[config.mk]
export PLATFORM = sky130hd
export DESIGN_NAME = rowfold_ecc
export DESIGN_NICKNAME = d
export VERILOG_FILES = /design/src/rtl/rowfold_pkg.sv /design/src/rtl/rowfold_synd.sv /design/src/rtl/rowfold_decode.sv /design/src/rtl/rowfold_ecc.sv
export SDC_FILE = /design/constraint.sdc
export NUM_CORES = 1
export LEC_CHECK = 0
export BUFFER_PORTS_ARGS = -buffer_cell sky130_fd_sc_hd__buf_2
export CAP_MARGIN = 5
export CORE_ASPECT_RATIO = 0.8
export CORE_MARGIN = 4
export CORE_UTILIZATION = 40
export DETAILED_ROUTE_END_ITERATION = 10
export GPL_TIMING_DRIVEN = 1
export MAX_ROUTING_LAYER = met4
export PLACE_DENSITY = 0.65
export SKIP_LAST_GASP = 1
export SYNTH_ARGS = -nofsm -noshare
export SYNTH_HDL_FRONTEND = slang
export SYNTH_SLANG_ARGS = --single-unit
[constraint.sdc]
create_clock -name clk -period 3.6 [get_ports clk]
set_input_delay 0.54 -clock clk [delete_from_list [all_inputs] [get_ports clk]]
set_output_delay 0.54 -clock clk [all_outputs]
set_load 0.01 [all_outputs]
[src/rtl/rowfold_pkg.sv]
package rowfold_pkg;
  localparam int DATA_W = 64;
  localparam int ROW_W  = 14;
  localparam int COPIES = DATA_W / ROW_W;
  localparam int FOLD_W = COPIES * ROW_W;
  localparam int HAM_W  = 7;
  localparam int CHK_W  = HAM_W + 1;

  // Syndrome column of each data bit. Folded copy 0 uses distinct high bits
  // per index parity with index>>1 below; copies 1..3 share the index in the
  // low nibble so their sum leaves a Gray-coded column per index bit.
  function automatic logic [HAM_W-1:0] col_of(int i);
    logic [HAM_W-1:0] c;
    logic [3:0]       xv;
    int               q;
    int               k;
    if (i < FOLD_W) begin
      q  = i / ROW_W;
      xv = 4'((i % ROW_W) + 1);
      case (q)
        0:       c = {(xv[0] ? 3'b011 : 3'b001), 1'b0, xv[3:1]};
        1:       c = {3'b101, xv};
        2:       c = {3'b110, xv};
        default: c = {3'b111, xv};
      endcase
    end else begin
      k = i - FOLD_W;
      c = HAM_W'((k == 0) ? 3 : ((k < 4) ? k + 4 : k + 5));
    end
    return c;
  endfunction

  function automatic logic [DATA_W-1:0] cover_mask(int k);
    logic [DATA_W-1:0] m;
    logic [HAM_W-1:0]  c;
    m = '0;
    for (int i = 0; i < DATA_W; i++) begin
      c    = col_of(i);
      m[i] = c[k];
    end
    return m;
  endfunction

  function automatic logic [DATA_W-1:0] fold_row(logic [DATA_W-1:0] d, logic [ROW_W-1:0] r);
    return d ^ DATA_W'({COPIES{r}});
  endfunction
endpackage

[src/rtl/rowfold_synd.sv]
module rowfold_synd
  import rowfold_pkg::*;
(
  input  logic [DATA_W-1:0] data_i,
  input  logic [ROW_W-1:0]  row_i,
  output logic [HAM_W-1:0]  ham_o,
  output logic              par_o
);
  logic [DATA_W-1:0] folded;
  assign folded = fold_row(data_i, row_i);

  for (genvar k = 0; k < HAM_W; k++) begin : g_ham
    localparam logic [DATA_W-1:0] MASK = cover_mask(k);
    assign ham_o[k] = ^(folded & MASK);
  end

  assign par_o = ^folded;
endmodule

[src/rtl/rowfold_decode.sv]
module rowfold_decode
  import rowfold_pkg::*;
(
  input  logic [HAM_W-1:0]  syn_i,
  input  logic              par_i,
  output logic [DATA_W-1:0] flip_o,
  output logic              clean_o,
  output logic              corrected_o,
  output logic              fault_o
);
  logic [DATA_W-1:0] hit;
  logic              chk_pos;
  logic              single;

  for (genvar i = 0; i < DATA_W; i++) begin : g_match
    localparam logic [HAM_W-1:0] COL = col_of(i);
    assign hit[i] = (syn_i == COL);
  end

  assign chk_pos     = (syn_i == '0) || $onehot(syn_i);
  assign single      = par_i && (chk_pos || (|hit));
  assign clean_o     = !par_i && (syn_i == '0);
  assign corrected_o = single;
  assign fault_o     = !clean_o && !single;
  assign flip_o      = par_i ? hit : '0;
endmodule

[src/rtl/rowfold_ecc.sv]
module rowfold_ecc
  import rowfold_pkg::*;
(
  input  logic              clk,
  input  logic              rst_n,
  input  logic [DATA_W-1:0] wr_data,
  input  logic [ROW_W-1:0]  wr_row,
  output logic [CHK_W-1:0]  wr_chk,
  input  logic              rd_valid,
  output logic              rd_ready,
  input  logic [DATA_W-1:0] rd_data,
  input  logic [ROW_W-1:0]  rd_row,
  input  logic [CHK_W-1:0]  rd_chk,
  output logic              out_valid,
  input  logic              out_ready,
  output logic [DATA_W-1:0] out_data,
  output logic              out_clean,
  output logic              out_corrected,
  output logic              out_fault
);
  logic [HAM_W-1:0]  enc_ham, rd_ham, syn;
  logic              enc_par, rd_par, par_err;
  logic [DATA_W-1:0] flip;
  logic              d_clean, d_corr, d_fault, take;

  rowfold_synd i_enc_synd (.data_i(wr_data), .row_i(wr_row), .ham_o(enc_ham), .par_o(enc_par));
  assign wr_chk = {enc_par ^ (^enc_ham), enc_ham};

  rowfold_synd i_rd_synd (.data_i(rd_data), .row_i(rd_row), .ham_o(rd_ham), .par_o(rd_par));
  assign syn     = rd_ham ^ rd_chk[HAM_W-1:0];
  assign par_err = rd_par ^ (^rd_chk);

  rowfold_decode i_decode (
    .syn_i(syn), .par_i(par_err), .flip_o(flip),
    .clean_o(d_clean), .corrected_o(d_corr), .fault_o(d_fault)
  );

  assign rd_ready = !out_valid || out_ready;
  assign take     = rd_valid && rd_ready;

  always_ff @(posedge clk or negedge rst_n) begin
    if (!rst_n) begin
      out_valid     <= 1'b0;
      out_data      <= '0;
      out_clean     <= 1'b0;
      out_corrected <= 1'b0;
      out_fault     <= 1'b0;
    end else if (take) begin
      out_valid     <= 1'b1;
      out_data      <= rd_data ^ flip;
      out_clean     <= d_clean;
      out_corrected <= d_corr;
      out_fault     <= d_fault;
    end else if (out_ready) begin
      out_valid     <= 1'b0;
    end
  end
endmodule

==> impl_metrics.py, run 1 <==
metrics = {
    "worst_setup_path": {
        "cp_slowest_cell": "fa_2",
        "required_ns": 3.83,
        "cpLargestDelayFamily": "XOR/XNOR gates",
        "worstSetupPathDepth": 17,
        "critPathArrivalTime_ns": 4.56,
        "worstSetupStartpoint": "rd_row[7]",
        "cp-start-kind": "primary input",
        "cp-end-kind": "flip-flop",
        "critPathMaxStageDelay_ns": 0.56,
        "worst-path-buf-inv": 3,
        "crit_path_max_fanout": 2,
        "crit_end": "out_corrected$_DFFE_PN0P_",
        "ff2ff_setup_slack_ns": 1.63,
        "reg2reg_depth": 6,
        "worstReg2RegEnd": "out_corrected$_DFFE_PN0P_",
        "reg2reg_from": "out_valid$_DFFE_PN0P_",
        "path_cells": "buf_8 > xnor3_2 > xnor2_2 > xnor3_2 > xnor3_1 > xnor2_2 > buf_6 > xor2_4 > nand2b_4 > fa_1 > inv_2 > fa_2 > nor3b_2 > a311oi_1 > nor4b_4 > a21oi_2 > nor2b_1",
        "setup.worst_path.class": "primary input to flip-flop",
    },
    "cts": {
        "cts-htree-levels": 3,
        "cts.sinks": 68,
        "clkSlewWorstSetupHoldPaths_ns": 0.06,
        "cts_made_buffers": 9,
        "cts_tree": "yes",
        "root_buffer": "clkbuf_16",
        "clk_latency_ns": 0.35,
        "clk_path_buf_depth": 2,
    },
    "synth": {
        "yosysWarnings": 0,
        "netlist_top_cells_count": "xnor2_1 (321), nand2_1 (99), xor2_1 (74), dfrtp_1 (68), nor2_1 (56)",
        "synth.cell_area_sq_um": 7530,
        "synthArstFlopShare": 1.00,
        "avgSynthCellArea_sq_um": 9.03,
        "synth_top_area_share": 0.373,
        "synth_most_common_cell": "xnor2_1",
        "syn-num-nets": 1014,
        "synth-main-ff-cell": "dfrtp_1",
        "yosys.area.top_type": "xnor2_1",
        "ys_seq_elements": 68,
        "ys_seq_area_frac": 0.226,
        "yosys.cell_types.count": 53,
        "synth_cells": 834,
        "synth_edf_count": 0,
        "synth_area_leaders": "xnor2_1 (37%), dfrtp_1 (23%), xor2_1 (8.6%)",
    },
    "placement": {
        "gp_routability_congestion": 0.975,
        "portBuffers": 244,
        "place_hpwl_microns": 22700,
        "place_area_sq_um": 10500,
    },
    "sta": {
        "finalHoldViolCount": 0,
        "holdWs_ns": 0.394,
        "clock.fmax_ghz": 0.231,
        "rsz0062_at_grt": "yes",
        "tightest_slew_ns": 1.09,
        "finalWorstSetupSlack_ns": -0.723,
        "setup_viol": 66,
        "finalClockSkew_ns": 0.00577,
        "timing.slew.headroom": 0.274,
        "finalCriticalPeriod_ns": 4.32,
        "slew_violations": 0,
        "min_period_over_period": 1.20,
    },
    "floorplan": {
        "core_area_sq_um": 18300,
        "initial_core_util": 0.411,
        "rows": 44,
        "die_w_microns": 161,
        "dieArea_sq_um": 21100,
        "top_level_ports": 245,
        "die_y_microns": 131,
    },
    "global_route": {
        "antenna_found_initial": 0,
        "gr-usage-all-layers": 0.274,
        "grt_pass1_wl_microns": 42800,
        "grt_pass1_vias": 7411,
        "grt_overflow_total": 0,
        "grt_start_max_net_pins": 69,
    },
    "detailed_routing": {
        "drt-initial-drc-count": 577,
        "dr.pass1.iters": 5,
        "via_per_inst": 4.93,
        "antenna_left": 0,
        "drc": 0,
        "vias": 7548,
        "wirelength_microns": 29100,
        "routedWlPerCell_microns": 19.0,
    },
    "status": {
        "violations": "negative setup slack",
        "status": "finished with violations",
    },
    "job": {
        "maxCapViolations": 0,
    },
    "finish": {
        "final_nets": 1452,
        "syn2layout_area_growth_pct": 63.4,
        "postLayoutCellArea_sq_um": 12300,
        "antenna_cells": 0,
        "drive_gt1_frac": 0.501,
    },
    "hold_path": {
        "hold_class": "primary input to asynchronous set/reset pin",
    },
}
## per-layer routing
metal	part of all wire	wire (microns)	track usage	vias up
li1	-	-	-	3544
met3	0.082	2370	0.0502	56
met1	0.42	12200	0.363	3571
met4	0.025	713	0.0727	0
met2	0.47	13800	0.437	377
met5	0	0	-	-
## cells by family (layout without fill, tap and decap cells)
logic type | count (synthesis) | count (layout) | share of synthesized area
mux | 1 | 1 | 0.00133
compound gates | 93 | 93 | 0.0669
simple gates | 196 | 197 | 0.116
fa+ha+maj | 12 | 12 | 0.0229
xor+xnor | 426 | 426 | 0.546
flops | 68 | 68 | 0.226
buf+inv | 38 | 480 | 0.0209
## how the worst min path moves through the flow
stage,from,endpoint,depth (start not counted)
floorplan,rst_n,out_clean$_DFFE_PN0P_,0
global placement,out_data[60]$_DFFE_PN0P_,out_data[60]$_DFFE_PN0P_,2
detailed placement,out_data[8]$_DFFE_PN0P_,out_data[8]$_DFFE_PN0P_,2
CTS,rst_n,out_data[37]$_DFFE_PN0P_,1
global route,rd_valid,out_valid$_DFFE_PN0P_,2
finish,rst_n,out_data[37]$_DFFE_PN0P_,1
## registers in the layout (all words and copies together) (netlist names)
signal and flops:
out_clean 1, out_data 64, out_valid 1, out_fault 1
out_corrected 1
## repair_timing
action,in CTS,in global routing
gates resized for setup,194,77
hold buffers,0,0
gates cloned,4,0
buffers inserted,13,12
setup endpoints to repair,66,68
pin swaps,67,47
## through the flow
step                instances  TNS [ns]   util  worst slack [ns]
floorplan                 834     -1.42      -            -0.738
finish                   1530    -14.10  0.671            -0.723
CTS                      1518    -17.72  0.643            -0.639
global placement         1485    -35.08  0.571             -1.05
detailed placement       1485    -35.34  0.571             -1.15
global route             1530    -23.06  0.671            -0.969
## area by class of cell
type,instances,area [sq um]
well taps,253,317
clock inverters,6,95.1
clock buffers,10,239
inverters,12,45.0
multi-input cells,729,6860
repair buffers,452,3050
flip-flops and latches,68,1700
fillers,1436,6020
## layout by cell type (no fill, tap or decap), types with 4 or more instances in the layout
cell type    n
buf_12       7
buf_2      234
buf_4      187
buf_6       17
buf_8        4
clkbuf_16    9
dfrtp_1     68
ha_1         7
inv_1        8
inv_2        4
nand2_1     94
nand3_1      6
nand3_4      6
nor2_1       5
nor2_2       7
nor2_4      45
nor2b_4      5
o21ai_0     29
o21ai_1     45
xnor2_1    268
xnor2_2     52
xnor2_4      9
xnor3_1     11
xnor3_2      9
xor2_1      64
xor2_2       9
Power of run 1 is not shown: default switching activity piles up to over one toggle a cycle in this logic, so the estimate is an artifact.
==> run 2: changes to the inputs <==
Settings changed: SETUP_SLACK_MARGIN set to 0.4.
==> impl_metrics.py, run 2 (same netlist as run 1, synthesis figures left out) <==
metrics = {
    "status": {
        "status": "finished with violations",
        "violations": "negative setup slack",
    },
    "worst_setup_path": {
        "cp-end-kind": "flip-flop",
        "reg2reg_depth": 6,
        "critPathArrivalTime_ns": 4.55,
        "crit_path_max_fanout": 3,
        "setup.worst_path.class": "primary input to flip-flop",
        "worstSetupStartpoint": "rd_row[8]",
        "reg2reg_from": "out_valid$_DFFE_PN0P_",
        "worstReg2RegEnd": "out_corrected$_DFFE_PN0P_",
        "required_ns": 3.84,
        "cp-start-kind": "primary input",
        "crit_end": "out_corrected$_DFFE_PN0P_",
        "ff2ff_setup_slack_ns": 1.54,
    },
    "floorplan": {
        "top_level_ports": 245,
        "core_area_sq_um": 18300,
        "die_w_microns": 161,
        "die_y_microns": 131,
        "rows": 44,
        "dieArea_sq_um": 21100,
        "initial_core_util": 0.411,
    },
    "placement": {
        "gp_routability_congestion": 0.979,
        "place_area_sq_um": 10500,
        "pre_cts_ws_ns": -1.04,
        "portBuffers": 244,
        "place_hpwl_microns": 22500,
    },
    "detailed_routing": {
        "wirelength_microns": 30800,
        "via_per_inst": 4.98,
        "vias": 7718,
        "drt-initial-drc-count": 659,
        "antenna_left": 0,
        "dr.pass1.iters": 5,
        "drc": 0,
        "routedWlPerCell_microns": 19.9,
    },
    "finish": {
        "antenna_cells": 0,
        "final_nets": 1471,
        "drive_gt1_frac": 0.552,
        "final_cell_mix": "buf_2 (223), xnor2_1 (216), buf_4 (207)",
        "largest_reg_flops": 64,
        "nFillCells": 1293,
        "layout_commonest_cell": "buf_2",
        "syn2layout_area_growth_pct": 72.0,
        "regMostFlops": "out_data",
        "postLayoutCellArea_sq_um": 13000,
    },
    "sta": {
        "clock.fmax_ghz": 0.232,
        "rsz0062_at_grt": "yes",
        "finalHoldViolCount": 0,
        "finalCriticalPeriod_ns": 4.31,
        "slew_violations": 0,
        "setup_viol": 66,
        "timing.slew.headroom": 0.415,
        "finalWorstSetupSlack_ns": -0.711,
        "finalClockSkew_ns": 0.00887,
        "tightest_slew_ns": 0.878,
        "min_period_over_period": 1.20,
    },
    "global_route": {
        "grt_overflow_total": 0,
        "antenna_found_initial": 0,
        "grt_pass1_wl_microns": 43900,
        "grt_pass1_vias": 7705,
        "gr-usage-all-layers": 0.283,
        "grt_start_max_net_pins": 72,
    },
    "cts": {
        "cts_hold_buf": 0,
        "root_buffer": "clkbuf_16",
        "clk_path_buf_depth": 2,
        "cts.sinks": 68,
        "clk_latency_ns": 0.35,
        "cts_tree": "yes",
        "clkSlewWorstSetupHoldPaths_ns": 0.06,
        "cts-htree-levels": 3,
        "cts_made_buffers": 9,
    },
    "job": {
        "maxCapViolations": 0,
    },
    "hold_path": {
        "hold_class": "primary input to asynchronous set/reset pin",
    },
}
-- run 2: per-layer routing --
layer  part of all wire  up-vias  track usage  wire length (microns)
li1                   -     3581            -                      -
met1               0.40     3679        0.369                  12400
met2               0.48      387        0.456                  14700
met3              0.086       71       0.0536                   2660
met4              0.033        0       0.0742                   1010
met5                  0        -            -                      0
-- run 2: stage by stage --
stage	hold WS, ns	instances	setup TNS, ns	utilization
after floorplan	0.244	834	-1.42	-
after global placement	0.456	1486	-24.52	0.571
after detailed placement	0.463	1486	-29.46	0.571
after CTS	0.428	1533	-17.33	0.668
after global routing	0.449	1549	-21.07	0.707
final	0.389	1549	-13.73	0.707
-- run 2: final cells by class --
type | count | area [sq um] | share of cell area
multi-input combinational | 729 | 7350 | 0.567
timing repair buffer | 471 | 3270 | 0.252
sequential | 68 | 1700 | 0.131
tap | 253 | 317 | 0.0244
clock buffer | 9 | 225 | 0.0174
clock inverter | 7 | 51.3 | 0.00396
inverter | 12 | 45.0 | 0.00348
-- run 2: worst min-delay path by stage --
stage / start / depth (start not counted) / to
floorplan: rst_n / 0 / out_clean$_DFFE_PN0P_
global placement: out_data[38]$_DFFE_PN0P_ / 2 / out_data[38]$_DFFE_PN0P_
detailed placement: out_clean$_DFFE_PN0P_ / 2 / out_clean$_DFFE_PN0P_
CTS: rst_n / 2 / out_data[38]$_DFFE_PN0P_
global route: rd_valid / 2 / out_valid$_DFFE_PN0P_
finish: rst_n / 2 / out_data[37]$_DFFE_PN0P_
-- run 2: critical path, stage by stage --
cell and delay [ns]:
buf_4 0.11, xnor3_1 0.44, xnor2_2 0.15, buf_4 0.16, xnor2_2 0.23, buf_4 0.16
xnor2_1 0.10, buf_4 0.13, xor2_1 0.19, ha_1 0.27, inv_2 0.06, fa_1 0.39
ha_2 0.20, fa_2 0.40, xnor2_2 0.16, nor3b_2 0.06, a311oi_1 0.24, nor4b_4 0.30
a21oi_2 0.11, nor2b_1 0.14
-- run 2: timing repair --
action                     4_1_cts  5_1_grt
gates resized for setup        243       93
setup endpoints to repair       68       71
cloned                           4        0
pin swaps                      100       67
setup buffers                   27       16
Power of run 2 is left out for the same reason.
